[src/rtl/tod_pkg.sv]
package tod_pkg;

    typedef struct packed {
        logic [3:0] ten;
        logic [6:0] sec;
        logic [6:0] min;
        logic       pm;
        logic [4:0] hr;
    } tod_t;

    typedef enum logic {ST_RUN, ST_HALT} run_st_e;
    typedef enum logic {ST_LIVE, ST_HELD} rd_st_e;

    localparam logic [1:0] ADR_TEN = 2'd0;
    localparam logic [1:0] ADR_SEC = 2'd1;
    localparam logic [1:0] ADR_MIN = 2'd2;
    localparam logic [1:0] ADR_HR  = 2'd3;

    localparam tod_t TOD_RESET = '{ten: 4'h0, sec: 7'h00, min: 7'h00, pm: 1'b0, hr: 5'h12};

    function automatic logic [6:0] bcd59_inc(input logic [6:0] v);
        if (v == 7'h59)         return 7'h00;
        else if (v[3:0] == 4'h9) return {v[6:4] + 3'd1, 4'h0};
        else                    return v + 7'd1;
    endfunction

    function automatic logic [4:0] hr_inc(input logic [4:0] v);
        if (v == 5'h12)         return 5'h01;
        else if (v == 5'h09)    return 5'h10;
        else                    return v + 5'd1;
    endfunction

endpackage

[src/rtl/tod_prescale.sv]
module tod_prescale #(
    parameter int DIV_50 = 5,
    parameter int DIV_60 = 6
) (
    input  logic clk,
    input  logic rst_n,
    input  logic clr,
    input  logic ref_tick,
    input  logic sel_50hz,
    output logic tick
);
    localparam int MAXD = (DIV_60 > DIV_50) ? DIV_60 : DIV_50;
    localparam int CW   = (MAXD > 2) ? $clog2(MAXD) : 1;

    logic [CW-1:0] cnt_q;
    logic [CW-1:0] last;

    assign last = sel_50hz ? CW'(DIV_50 - 1) : CW'(DIV_60 - 1);
    assign tick = ref_tick && !clr && (cnt_q >= last);

    always_ff @(posedge clk) begin
        if (!rst_n || clr)  cnt_q <= '0;
        else if (tick)      cnt_q <= '0;
        else if (ref_tick)  cnt_q <= cnt_q + CW'(1);
    end
endmodule

[src/rtl/tod_ctl.sv]
module tod_ctl
    import tod_pkg::*;
(
    input  logic       clk,
    input  logic       rst_n,
    input  logic       wr_en,
    input  logic       rd_en,
    input  logic       alarm_sel,
    input  logic [1:0] addr,
    output logic       halted,
    output logic       held,
    output logic       snap_en
);
    run_st_e run_q, run_d;
    rd_st_e  rd_q,  rd_d;
    logic    twr;

    assign twr = wr_en && !alarm_sel;

    always_ff @(posedge clk) begin
        if (!rst_n) begin
            run_q <= ST_RUN;
            rd_q  <= ST_LIVE;
        end else begin
            run_q <= run_d;
            rd_q  <= rd_d;
        end
    end

    always_comb begin
        run_d   = run_q;
        rd_d    = rd_q;
        snap_en = 1'b0;
        unique case (run_q)
            ST_RUN:  if (twr && addr == ADR_HR)  run_d = ST_HALT;
            ST_HALT: if (twr && addr == ADR_TEN) run_d = ST_RUN;
        endcase
        unique case (rd_q)
            ST_LIVE: if (rd_en && addr == ADR_HR) begin
                rd_d    = ST_HELD;
                snap_en = 1'b1;
            end
            ST_HELD: if (rd_en && addr == ADR_TEN) rd_d = ST_LIVE;
        endcase
    end

    assign halted = (run_q == ST_HALT);
    assign held   = (rd_q == ST_HELD);
endmodule

[src/rtl/tod_time.sv]
module tod_time
    import tod_pkg::*;
(
    input  logic       clk,
    input  logic       rst_n,
    input  logic       tick,
    input  logic       we,
    input  logic [1:0] addr,
    input  logic [7:0] wdata,
    output tod_t       now
);
    tod_t q, d;
    logic c_ten, c_sec, c_min;

    assign c_ten = tick && (q.ten == 4'h9);
    assign c_sec = c_ten && (q.sec == 7'h59);
    assign c_min = c_sec && (q.min == 7'h59);

    always_comb begin
        d = q;
        if (we) begin
            unique case (addr)
                ADR_TEN: d.ten = wdata[3:0];
                ADR_SEC: d.sec = wdata[6:0];
                ADR_MIN: d.min = wdata[6:0];
                ADR_HR: begin
                    d.hr = wdata[4:0];
                    d.pm = wdata[7];
                end
            endcase
        end else if (tick) begin
            d.ten = c_ten ? 4'h0 : q.ten + 4'h1;
            if (c_ten) d.sec = bcd59_inc(q.sec);
            if (c_sec) d.min = bcd59_inc(q.min);
            if (c_min) begin
                d.hr = hr_inc(q.hr);
                if (q.hr == 5'h11) d.pm = !q.pm;
            end
        end
    end

    always_ff @(posedge clk) begin
        if (!rst_n) q <= TOD_RESET;
        else        q <= d;
    end

    assign now = q;
endmodule

[src/rtl/tod_clock.sv]
module tod_clock
    import tod_pkg::*;
#(
    parameter int DIV_50 = 5,
    parameter int DIV_60 = 6
) (
    input  logic       clk,
    input  logic       rst_n,
    input  logic       ref_tick,
    input  logic       sel_50hz,
    input  logic       alarm_sel,
    input  logic       wr_en,
    input  logic       rd_en,
    input  logic [1:0] addr,
    input  logic [7:0] wdata,
    output logic [7:0] rdata,
    output logic       alarm_evt
);
    logic halted, held, snap_en, tick;
    tod_t live, snap_q, alarm_q, view;
    logic eq, eq_q, evt_q;

    tod_prescale #(.DIV_50(DIV_50), .DIV_60(DIV_60)) u_pre (
        .clk(clk), .rst_n(rst_n), .clr(halted), .ref_tick(ref_tick),
        .sel_50hz(sel_50hz), .tick(tick)
    );

    tod_ctl u_ctl (
        .clk(clk), .rst_n(rst_n), .wr_en(wr_en), .rd_en(rd_en),
        .alarm_sel(alarm_sel), .addr(addr), .halted(halted), .held(held),
        .snap_en(snap_en)
    );

    tod_time u_time (
        .clk(clk), .rst_n(rst_n), .tick(tick), .we(wr_en && !alarm_sel),
        .addr(addr), .wdata(wdata), .now(live)
    );

    always_ff @(posedge clk) begin
        if (!rst_n) begin
            snap_q  <= TOD_RESET;
            alarm_q <= TOD_RESET;
            eq_q    <= 1'b1;
            evt_q   <= 1'b0;
        end else begin
            if (snap_en) snap_q <= live;
            if (wr_en && alarm_sel) begin
                unique case (addr)
                    ADR_TEN: alarm_q.ten <= wdata[3:0];
                    ADR_SEC: alarm_q.sec <= wdata[6:0];
                    ADR_MIN: alarm_q.min <= wdata[6:0];
                    ADR_HR: begin
                        alarm_q.hr <= wdata[4:0];
                        alarm_q.pm <= wdata[7];
                    end
                endcase
            end
            eq_q  <= eq;
            evt_q <= eq && !eq_q;
        end
    end

    assign eq        = (live == alarm_q);
    assign alarm_evt = evt_q;
    assign view      = held ? snap_q : live;

    always_comb begin
        unique case (addr)
            ADR_TEN: rdata = {4'h0, view.ten};
            ADR_SEC: rdata = {1'b0, view.sec};
            ADR_MIN: rdata = {1'b0, view.min};
            ADR_HR:  rdata = {view.pm, 2'b00, view.hr};
        endcase
    end
endmodule

[config.mk]
export PLATFORM = sky130hd
export DESIGN_NAME = tod_clock
export DESIGN_NICKNAME = d
export VERILOG_FILES = /design/src/rtl/tod_pkg.sv /design/src/rtl/tod_prescale.sv /design/src/rtl/tod_ctl.sv /design/src/rtl/tod_time.sv /design/src/rtl/tod_clock.sv
export SDC_FILE = /design/constraint.sdc
export NUM_CORES = 1
export LEC_CHECK = 0
export ABC_CLOCK_PERIOD_IN_PS = 1800
export BUFFER_PORTS_ARGS = -buffer_cell sky130_fd_sc_hd__clkbuf_2
export CAP_MARGIN = 10
export CELL_PAD_IN_SITES_DETAIL_PLACEMENT = 0
export CELL_PAD_IN_SITES_GLOBAL_PLACEMENT = 1
export CORE_AREA = 2 2 108 110
export CTS_BUF_LIST = sky130_fd_sc_hd__clkbuf_8
export CTS_CLUSTER_DIAMETER = 50
export DETAILED_ROUTE_END_ITERATION = 7
export DIE_AREA = 0 0 110 112
export GPL_ROUTABILITY_DRIVEN = 1
export GPL_TIMING_DRIVEN = 0
export PLACE_DENSITY = 0.7
export SKIP_LAST_GASP = 1
export SLEW_MARGIN = 20
export SYNTH_ARGS = -nofsm -noshare
export SYNTH_HDL_FRONTEND = slang
export SYNTH_SLANG_ARGS = --single-unit
[constraint.sdc]
create_clock -name clk -period 1.8 [get_ports clk]
set_input_delay 0.36 -clock clk [delete_from_list [all_inputs] [get_ports clk]]
set_output_delay 0.36 -clock clk [all_outputs]
set_load 0.02 [all_outputs]
After elaboration in Yosys (flattened, before gate mapping)
Index checks and enable logic that the tools add are counted.

storage, ports and cells
  bits in registers = 79
  latch bits = 0
  RAM bits = 0
  bits in read-only memories = 0
  input bits = 17
  output and inout port bits = 9
  word-level logic and storage cells = 107
  memories = 0

cells by class
  add/sub/neg operators = 7
  multiply operators = 0
  div/mod/pow operators = 0
  $lt $le $gt $ge = 1
  equal/unequal tests = 16
  shift-type cells = 0
  muxes and demuxes = 27
  bitwise logic cells = 2
  reduce and logical (&&, ||, !) cells = 34

operators by type and width
  operator             count
  $mux 24              3
  $mux 7               8
  $pmux 8 s4           1
  $eq 24x24->1         1
  $add 7x1->7 const B  2
  $eq 7x7->1 const B   2
  $eq 4x4->1 const B   3
  $logic_and 1x1->1    12
  $mux 6               2
  $eq 5x5->1 const B   2
  $mux 5               2
  $reduce_and 2->1     5
  $reduce_bool 2->1    5
  $add 3x1->3 const B  3
  $reduce_and 3->1     3
  $mux 4               2
  $mux 1               7
  $add 5x1->5 const B  1
  $eq 5x4->1 const B   1
  $logic_not 1->1      5
  $add 4x1->4 const B  1
  $eq 2x2->1 const B   2
  $ne 2x1->1 const B   2
  $ne 2x2->1 const B   2
  other kinds (8)      10

Logic depth before layout (Yosys ltp)
Gate-level depths: netlist of the first run.

  depth in word-level cells = 9
  mapped depth = 8
  mapped depth without buffers = 7

Hierarchy
From an unflattened synthesis of the first run, not the netlist that was laid out.

unflattened totals
  cell total of the unflattened synthesis = 495
  area, all modules = 4508.1 µm²

by module, submodules not included
  module        times used  cells an instance  area an instance (µm²)  sequential area each (µm²)
  tod_clock     1           235                2447.3                  1001.0
  tod_time      1           230                1778.0                  480.5
  tod_prescale  1           18                 167.7                   60.1
  tod_ctl       1           12                 115.1                   40.0

Worst setup path before layout of the first run
No wires, ideal clock.

  path kind = input-to-reg
  from = in sel_50hz
  to = reg u_time.q (netlist bit u_time.now[6])
  setup time = 0.128 ns
  arrival = 1.743 ns
  required time = 1.672 ns
  slack = -0.071 ns
  stages on the path = 8
  buffers on the path = 1
  cells stage by stage = inv_1 ha_1 nor3b_1 nor3_4 a31oi_2 buf_6 mux2i_1 nor2_1

on the way
  longest elaborated chain between the ends = 7
  elaborated cells between the ends (all ways) = 8
  classes of those cells = 1 x order compare; 1 x mux; 6 x reduce/logical

RTL lines
  element                                line                text
  from (decl)                            tod_clock.sv:10     input logic sel_50hz,
  $mux 1 (*)                             tod_prescale.sv:18  assign last = sel_50hz ? CW'(DIV_50 - 1) : CW'(DIV_60 - 1);
  $ge 3x3->1 (*)                         tod_prescale.sv:19  assign tick = ref_tick && !clr && (cnt_q >= last);
  $logic_and 1x1->1 (*)                  tod_prescale.sv:19
  $logic_and 1x1->1                      tod_time.sv:15      assign c_ten = tick && (q.ten == 4'h9);
  $logic_and 1x1->1                      tod_time.sv:16      assign c_sec = c_ten && (q.sec == 7'h59);
  $reduce_bool 2->1 (no source line)     -
  $reduce_and 3->1 (no source line) (*)  -
  to (signal assigned)                   tod_time.sv:43      if (!rst_n) q <= TOD_RESET;
  to (signal assigned)                   tod_time.sv:44      else q <= d;
  to (decl)                              tod_time.sv:12      tod_t q, d;

Mark *: on every way between the ends. The rest lies on a longest branch, timed or not.
A chain may end at the register's enable or synchronous reset.

Final worst setup path of the first run
  from = reg u_ctl.rd_q, in the netlist u_ctl.held
  to = out rdata[0]

on the way
  longest elaborated chain between the ends = 2

RTL lines
  element                 line             text
  from (decl)             tod_ctl.sv:15    rd_st_e rd_q, rd_d;
  from (signal assigned)  tod_ctl.sv:26    rd_q <= rd_d;
  $mux 24                 tod_clock.sv:65  assign view = held ? snap_q : live;
  $pmux 8 s4              tod_clock.sv:68  unique case (addr)
  to (decl)               tod_clock.sv:16  output logic [7:0] rdata,

No other way between the ends.

==> results.rst, run 1 <==
.. list-table::
   :header-rows: 1

   * - Metric
     - Value
   * - DRT antenna net count
     - 0
   * - CTS tree
     - built
   * - Beginning of the worst register-to-register path
     - u_pre.cnt_q[0]$_SDFFE_PP0P_
   * - Wire length of the first global-routing pass
     - approximately 22000 um
   * - Max-cap violation count
     - 0
   * - Violation count after the first detailed-routing iteration
     - 334
   * - Flop and latch count out of synthesis
     - 79
   * - H-tree levels
     - 3
   * - Critical path fanouts, max
     - 5
   * - P_leak
     - about 2.2 nW
   * - Kind of start point of the critical path
     - flop
   * - Part of the power in combinational logic
     - 13.0%
   * - Vert. Die Dim
     - 112 um
   * - Leading cell type by number of instances after synthesis
     - nand2_1
   * - Die Span X
     - 110 um
   * - Share of Yosys cell area claimed by the top area cell type
     - 36.2%
   * - Headroom to the max-slew limit
     - 37.7%
   * - Antenna violations before repair
     - 0
   * - Switching share of total power
     - 25.9%
   * - Initial Util
     - 39.1%
   * - Post-route setup slack
     - -362 ps
   * - Post-Route Setup TNS
     - -1990 ps
   * - Arrival time of the worst setup path
     - 1800 ps
   * - Input/output buffers
     - 23
   * - Transition at the pin with the smallest max-transition slack
     - 934 ps
   * - Setup violation total in the final timing report
     - 13
   * - Unrepaired setup endpoints after global routing
     - yes
   * - Sequential share of the synthesized area
     - between 30% and 40%
   * - Most common flop cell mapped by yosys
     - dfxtp_1
   * - Net Sw Power
     - slightly above 1 mW
   * - Largest net degree at the start of global routing
     - 14
   * - Cell types occupying the most area after synthesis
     - dfxtp_1, nand2_1, mux2i_1, a21oi_1, ha_1
   * - Run status
     - finished with violations
   * - Power density cells
     - 725 nW/um2
   * - Clock buffer count from CTS
     - 9
   * - Deepest clock path buffer count
     - 2
   * - Vias/cell
     - 5.58
   * - Violations in the final reports
     - negative setup slack
   * - Clock network fraction of total power
     - about two fifths
   * - Critical Setup Path Class
     - flop to primary output
   * - Area of the mapped netlist
     - approximately 4400 um2
   * - Via count of the first global-routing pass
     - 3946
   * - Final critical path time including I/O delays and setup
     - roughly 2200 ps
   * - Worst Hold Launch
     - wdata[7]
   * - Clock skew after layout
     - 11.1 ps
   * - Synth area leader
     - dfxtp_1
   * - Post-Syn Area per Cell
     - roughly 8.5 um2
   * - Kind of path behind the tightest hold check
     - primary input to flop
   * - Nets
     - 608
   * - Ratio of cells with drive above 1 in the final layout
     - between 20% and 30%
   * - Number of library cell types mapped by synthesis
     - 60
   * - Total number of yosys warnings
     - 0
   * - Overall power after layout
     - 3.97 mW
   * - Detailed-route DRC error count
     - 0
   * - Source-to-sink clock delay at the later pin of the worst-skew pair
     - roughly 370 ps
   * - Total routing resource utilization after global routing
     - about a quarter
   * - Async set-reset flop share out of synthesis
     - 0%
   * - DP HPWL
     - 9930 um
   * - Synth Net Count
     - 546
   * - Peak clock frequency supported by timing
     - 463 MHz
   * - EDFF count, synth
     - 0
   * - Via count
     - 4037
   * - Sum of overflow across all layers after global routing
     - 0
   * - Routed wire length per instance
     - 20.0 um
   * - Beginning of the critical path
     - u_ctl.held$_SDFF_PN0_
   * - Critical path data required time
     - between 1000 and 1500 ps
   * - Count of endpoints failing hold in the final timing report
     - 0
   * - Max IR drop VDD
     - 0.391 mV
   * - Crit end category
     - primary output
   * - P&R area growth vs syn
     - 25.6%
   * - First-pass iteration count of the detailed router
     - 5
   * - Most common library cells after synthesis
     - nand2_1, dfxtp_1, a21oi_1, nor2_1, mux2i_1
   * - Floorplan Core Area
     - 11200 um2
   * - Design internal power
     - just under 3 mW
   * - Antenna diode count
     - 0
   * - Max-slew violation total from the final report
     - 0
   * - Count of mapped cells out of synthesis
     - about 500
   * - Number of buffers inserted by hold repair at cts
     - 0
   * - Flop pwr share
     - 45.9%
   * - Top-Level Pins
     - 26
   * - Share of the cycle needed by the critical path after routing
     - 120%
   * - Floorplan row count
     - 39
   * - Die area
     - 12300 um2
   * - Master cell of the clock root buffer
     - clkbuf_8
   * - Clock sink total
     - 79
   * - Final Routed Wirelength
     - 14500 um
   * - Clock Pin Slew Worst Setup and Hold Paths
     - around 80 ps
   * - Final weighted congestion in routability-driven placement
     - 0.855
-- cell usage in the layout (no fill, tap or decap), types with 3 or more instances in the layout --
cell,count
a211oi_2,4
a21o_1,4
a21oi_1,37
a21oi_2,5
a31oi_4,3
buf_2,18
buf_4,20
buf_6,17
buf_8,3
bufinv_16,3
clkbuf_1,10
clkbuf_2,17
clkbuf_8,10
dfxtp_1,63
dfxtp_2,7
dfxtp_4,9
ha_1,11
ha_4,4
inv_1,9
inv_2,5
mux2_2,4
mux2i_1,28
mux4_2,9
nand2_1,92
nand2b_1,5
nand3_1,13
nand3b_1,3
nand4_1,5
nor2_1,39
nor3_1,6
nor4_1,4
o211ai_1,3
o21ai_0,17
o21ai_1,3
o22ai_1,5
o31ai_1,3
o32ai_2,4
or2_2,5
xnor2_1,18
xor2_1,9
-- state kept, by name (all words and copies together), names as in the netlist --
signal and flops:
alarm_q 24, snap_q 24, u_time.now 24, u_pre.cnt_q 3
alarm_evt 1, eq_q 1, u_ctl.halted 1, u_ctl.held 1
-- power groups by stage --
stage | clock network (mW) | logic, mW | registers, mW
after detailed placement | 0 | 0.418 | 1.87
after global routing | 1.77 | 0.554 | 1.83
final | 1.64 | 0.515 | 1.82
after CTS | 1.68 | 0.467 | 1.82
after floorplan | 0 | 0.278 | 1.86
after global placement | 0 | 0.414 | 1.87
-- logic make-up (layout without fill, tap and decap cells) --
family                     after synthesis  in the layout  synth area share (%)
and+or+nand+nor                        193            193                  20.5
DFF                                     79             79                  36.2
buffers and inverters                   50            117                  5.39
muxes                                   44             44                  12.9
AOI/OAI and AO/OA                      106            106                  15.3
xor gates and xnor gates                27             27                  5.42
adders and majority gates               15             15                  4.30
-- cell type report --
class                      count  area [um2]
clock inverter                 6         108
clock buffer                  10         138
fill                        1072        5690
sequential                    79        1620
inverter                      15        58.8
timing repair buffer          52         405
tap                          143         179
buffer                        34         198
multi-input combinational    385        2770
-- through the flow --
| stage | hold WS [ps] | utilization [%] | setup slack, ps | cell area [um2] | cells |
|---|---|---|---|---|---|
| floorplan | 373 | - | 14.7 | 4370 | 514 |
| CTS | 223 | 46.5 | -381 | 5200 | 712 |
| global placement | 381 | 41.7 | -465 | 4660 | 680 |
| finish | 251 | 49.0 | -362 | 5480 | 724 |
| global route | 232 | 49.0 | -427 | 5480 | 724 |
| detailed placement | 384 | 41.7 | -398 | 4660 | 680 |
-- repair_timing --
item | CTS | global route
gates cloned | 2 | 1
pin swaps | 8 | 21
resized for setup | 56 | 61
endpoints found under the setup margin | 32 | 33
setup buffers | 14 | 12
-- critical path: stages (launching register included) --
cell and delay [ps]:
dfxtp_2 360, buf_8 140, mux4_2 510, mux2_2 280
buf_6 130
-- layer usage --
metal	part of all wire (%)	vias to the layer above	wire [um]	global-route usage, %
met5	0	-	0	0
met4	2.0	0	295	7.93
met2	47	110	6790	38.6
li1	-	1925	-	-
met1	46	1981	6650	32.9
met3	5.2	21	752	5.97
-- worst paths after layout --
check / depth (start not counted) / end / slack [ps]
max: 4 / rdata[0] / -360
min: 3 / alarm_q[5]$_SDFFE_PN0P_ / 250
max reg2reg: 9 / u_time.now[4]$_SDFFE_PN1P_ / -50
min reg2reg: 1 / alarm_evt$_SDFF_PN0_ / 400
No activity file was read; power rests on OpenSTA's default activity.
==> run 2, diff against run 1 <==
--- a/config.mk
+++ b/config.mk
@@ -10,11 +10,11 @@
 export CAP_MARGIN = 10
 export CELL_PAD_IN_SITES_DETAIL_PLACEMENT = 0
 export CELL_PAD_IN_SITES_GLOBAL_PLACEMENT = 1
-export CORE_AREA = 2 2 108 110
+export CORE_AREA = 2 2 124 96
 export CTS_BUF_LIST = sky130_fd_sc_hd__clkbuf_8
 export CTS_CLUSTER_DIAMETER = 50
 export DETAILED_ROUTE_END_ITERATION = 7
-export DIE_AREA = 0 0 110 112
+export DIE_AREA = 0 0 126 98
 export GPL_ROUTABILITY_DRIVEN = 1
 export GPL_TIMING_DRIVEN = 0
 export PLACE_DENSITY = 0.7
==> run 2 against run 1 <==
Compared with the run above: the flow still finishes with violations (negative setup slack); die area increased by 0.23%; cell count fell by 0.83%; sequential share of layout area increased by 1.1 points; via count shrank 0.54%; cell area shrank 3.4%; routed wire length rose by 1.9%; register-to-register slack gained 30 ps; count of clock-buffer cells in the layout grew 2; first-iteration DRC count rose by 20%; clock power fell by 13%; largest cell class unchanged.
==> results.rst, run 2 (same netlist as run 1, synthesis figures left out) <==
.. list-table::
   :header-rows: 1

   * - Metric
     - Value
   * - Run status
     - finished with violations (unchanged)
   * - Violations in the final reports
     - negative setup slack (unchanged)
   * - Clock skew after layout
     - 10.2 ps (was 11.1 ps)
   * - Cell Count, Final, Fillers Out
     - 718 (was 724)
   * - Floorplan Core Area
     - 11200 um2 (about the same)
   * - Violation count after the first detailed-routing iteration
     - 400 (was 334)
   * - Crit end category
     - primary output (unchanged)
   * - Final weighted congestion in routability-driven placement
     - 0.901 (was 0.855)
   * - Flop2flop setup slack
     - -20 ps (was -50 ps)
   * - Max stage delay on crit path
     - 490 ps (was 510 ps)
   * - Most frequent standard cell in the layout excluding fill and tap cells
     - nand2_1 (unchanged)
   * - Final Routed Wirelength
     - 14800 um (was 14500 um)
   * - Highest-count cells in the layout ignoring fill and taps
     - nand2_1, dfxtp_1, nor2_1, a21oi_1, mux2i_1 (unchanged)
   * - Peak clock frequency supported by timing
     - 462 MHz (was 463 MHz)
   * - Largest net degree at the start of global routing
     - 13 (was 14)
   * - Headroom to the max-slew limit
     - 39.7% (was 37.7%)
   * - Via count
     - 4015 (was 4037)
   * - Post-Route Setup TNS
     - -1950 ps (was -1990 ps)
   * - Kind of start point of the critical path
     - flop (unchanged)
   * - Max-cap violation count
     - 0 (unchanged)
   * - Count of endpoints failing hold in the final timing report
     - 0 (unchanged)
   * - Cells along the critical path
     - buf_4 -> mux4_2 -> mux2_2 -> clkbuf_8 (was buf_8 -> mux4_2 -> mux2_2 -> buf_6)
   * - Post-route setup slack
     - -364 ps (was -362 ps)
   * - Beginning of the critical path
     - u_ctl.held$_SDFF_PN0_ (unchanged)
   * - Clock sink total
     - 79 (unchanged)
   * - Ratio of cells with drive above 1 in the final layout
     - 27.4% (was 29.3%)
   * - Share of the cycle needed by the critical path after routing
     - 120% (about the same)
   * - Antenna diode count
     - 0 (unchanged)
   * - Arrival time of the worst setup path
     - 1800 ps (about the same)
   * - Wire length of the first global-routing pass
     - 22900 um (was 22300 um)
   * - CTS tree
     - built (unchanged)
   * - R2r endpoint
     - u_time.now[1]$_SDFFE_PN1P_ (was u_time.now[4]$_SDFFE_PN1P_)
   * - Post-route standard cell area excluding fillers
     - 5290 um2 (was 5480 um2)
   * - Total routing resource utilization after global routing
     - 24.5% (was 24.6%)
   * - P_leak
     - 2.12 nW (was 2.19 nW)
   * - Critical path data required time
     - 1440 ps (about the same)
   * - Setup violation total in the final timing report
     - 9 (was 13)
   * - Max-slew violation total from the final report
     - 0 (unchanged)
   * - Worst Hold Launch
     - wdata[7] (unchanged)
   * - Final critical path time including I/O delays and setup
     - 2160 ps (about the same)
   * - Number of cells traversed by the worst register-to-register path
     - 8 (was 9)
   * - Layer with the highest usage after global routing
     - met2 (unchanged)
   * - Initial Util
     - 38.9% (was 39.1%)
   * - Max IR drop VDD
     - 0.416 mV (was 0.391 mV)
   * - Final standard cell utilization of the core
     - 47.1% (was 49.0%)
   * - Met1 Resource Use GR
     - 36.4% (was 32.9%)
   * - Clock buffer count from CTS
     - 9 (unchanged)
   * - Deepest clock path buffer count
     - 2 (unchanged)
   * - Beginning of the worst register-to-register path
     - u_time.now[14]$_SDFFE_PN0P_ (was u_pre.cnt_q[0]$_SDFFE_PP0P_)
   * - Critical path fanouts, max
     - 5 (unchanged)
   * - Via count of the first global-routing pass
     - 3919 (was 3946)
   * - DRT antenna net count
     - 0 (unchanged)
   * - Transition at the pin with the smallest max-transition slack
     - 898 ps (was 934 ps)
   * - Cell count of the worst hold path
     - 3 (unchanged)
   * - Met2 demand-to-capacity share in global routing
     - 36.4% (was 38.6%)
   * - Hold slack
     - 256 ps (was 251 ps)
   * - Cell at the slowest stage of the critical path
     - mux4_2 (unchanged)
   * - Die Span X
     - 126 um (was 110 um)
   * - Critical Setup Path Class
     - flop to primary output (unchanged)
   * - Cell count after placement
     - 681 (was 680)
   * - Master cell of the clock root buffer
     - clkbuf_8 (unchanged)
   * - Source-to-sink clock delay at the later pin of the worst-skew pair
     - 370 ps (about the same)
   * - Power density cells
     - 708 nW/um2 (was 725 nW/um2)
   * - Vert. Die Dim
     - 98 um (was 112 um)
   * - First-pass iteration count of the detailed router
     - 5 (unchanged)
   * - Kind of path behind the tightest hold check
     - primary input to flop (unchanged)
   * - Dpl cell area
     - 4670 um2 (was 4660 um2)
   * - Clock Pin Slew Worst Setup and Hold Paths
     - 80 ps (about the same)
   * - Input/output buffers
     - 23 (unchanged)
   * - Worst min-delay path endpoint
     - alarm_q[5]$_SDFFE_PN0P_ (unchanged)
   * - P&R area growth vs syn
     - 21.3% (was 25.6%)
   * - H-tree levels
     - 3 (unchanged)
   * - Top-Level Pins
     - 26 (unchanged)
   * - Met3 routing resource usage after global routing
     - 4.99% (was 5.97%)
   * - Detailed-route DRC error count
     - 0 (unchanged)
   * - Antenna violations before repair
     - 0 (unchanged)
   * - Nets
     - 601 (was 608)
   * - Unrepaired setup endpoints after global routing
     - yes (unchanged)
   * - Sum of overflow across all layers after global routing
     - 0 (unchanged)
   * - Routed wire length per instance
     - 20.6 um (was 20.0 um)
   * - Die area
     - 12300 um2 (about the same)
   * - DP HPWL
     - 10100 um (was 9930 um)
   * - Floorplan row count
     - 34 (was 39)
   * - Vias/cell
     - 5.59 (was 5.58)
==> run 2: how the worst max path moves through the flow <==
stage / endpoint / slack, ps / cells past startpoint
floorplan: u_time.now[6]$_SDFFE_PN0P_ / 10 / 8
global placement: u_time.now[1]$_SDFFE_PN1P_ / -460 / 8
detailed placement: u_time.now[1]$_SDFFE_PN1P_ / -450 / 8
CTS: rdata[0] / -400 / 5
global route: rdata[0] / -420 / 4
finish: rdata[2] / -360 / 4
==> run 2: final cells by class <==
cell class / instances / area [um2]
multi-input cells: 385 / 2720
well taps: 144 / 180
inverters: 15 / 56.3
repair buffers: 44 / 303
clock buffers: 12 / 165
plain buffers: 35 / 204
flip-flops and latches: 79 / 1630
clock inverters: 4 / 43.8
fillers: 1152 / 5940
==> run 2: critical path, delay by kind of cell (launching register included) <==
family,cells,cell delay [ps]
flip-flops,1,350
buffers and inverters,2,310
multiplexers,2,770
==> run 2: metal layers <==
| layer | vias up | share of wire [%] |
|---|---|---|
| met3 | 17 | 6.6 |
| met1 | 1942 | 49 |
| li1 | 1912 | - |
| met5 | - | 0 |
| met2 | 144 | 43 |
| met4 | 0 | 1.1 |
==> run 2: timing repair <==
item / in CTS / in global routing
endpoints found under the hold margin: 0 / 0
endpoints found under the setup margin: 32 / 38
buffers inserted: 9 / 8
gates cloned: 4 / 0
hold buffers: 0 / 0
pin swaps: 4 / 14
resized for setup: 40 / 51
==> run 2: where the power goes <==
group | total [mW] | internal (mW) | switching, mW
combinational | 0.501 | 0.197 | 0.304
sequential | 1.82 | 1.78 | 0.0430
clock | 1.43 | 0.746 | 0.681
==> run 2: per-stage QoR <==
stage	setup slack, ps	total power, mW
detailed placement	-449	2.29
floorplan	14.7	2.13
global placement	-462	2.29
global route	-422	3.89
CTS	-399	3.74
finish	-364	3.75
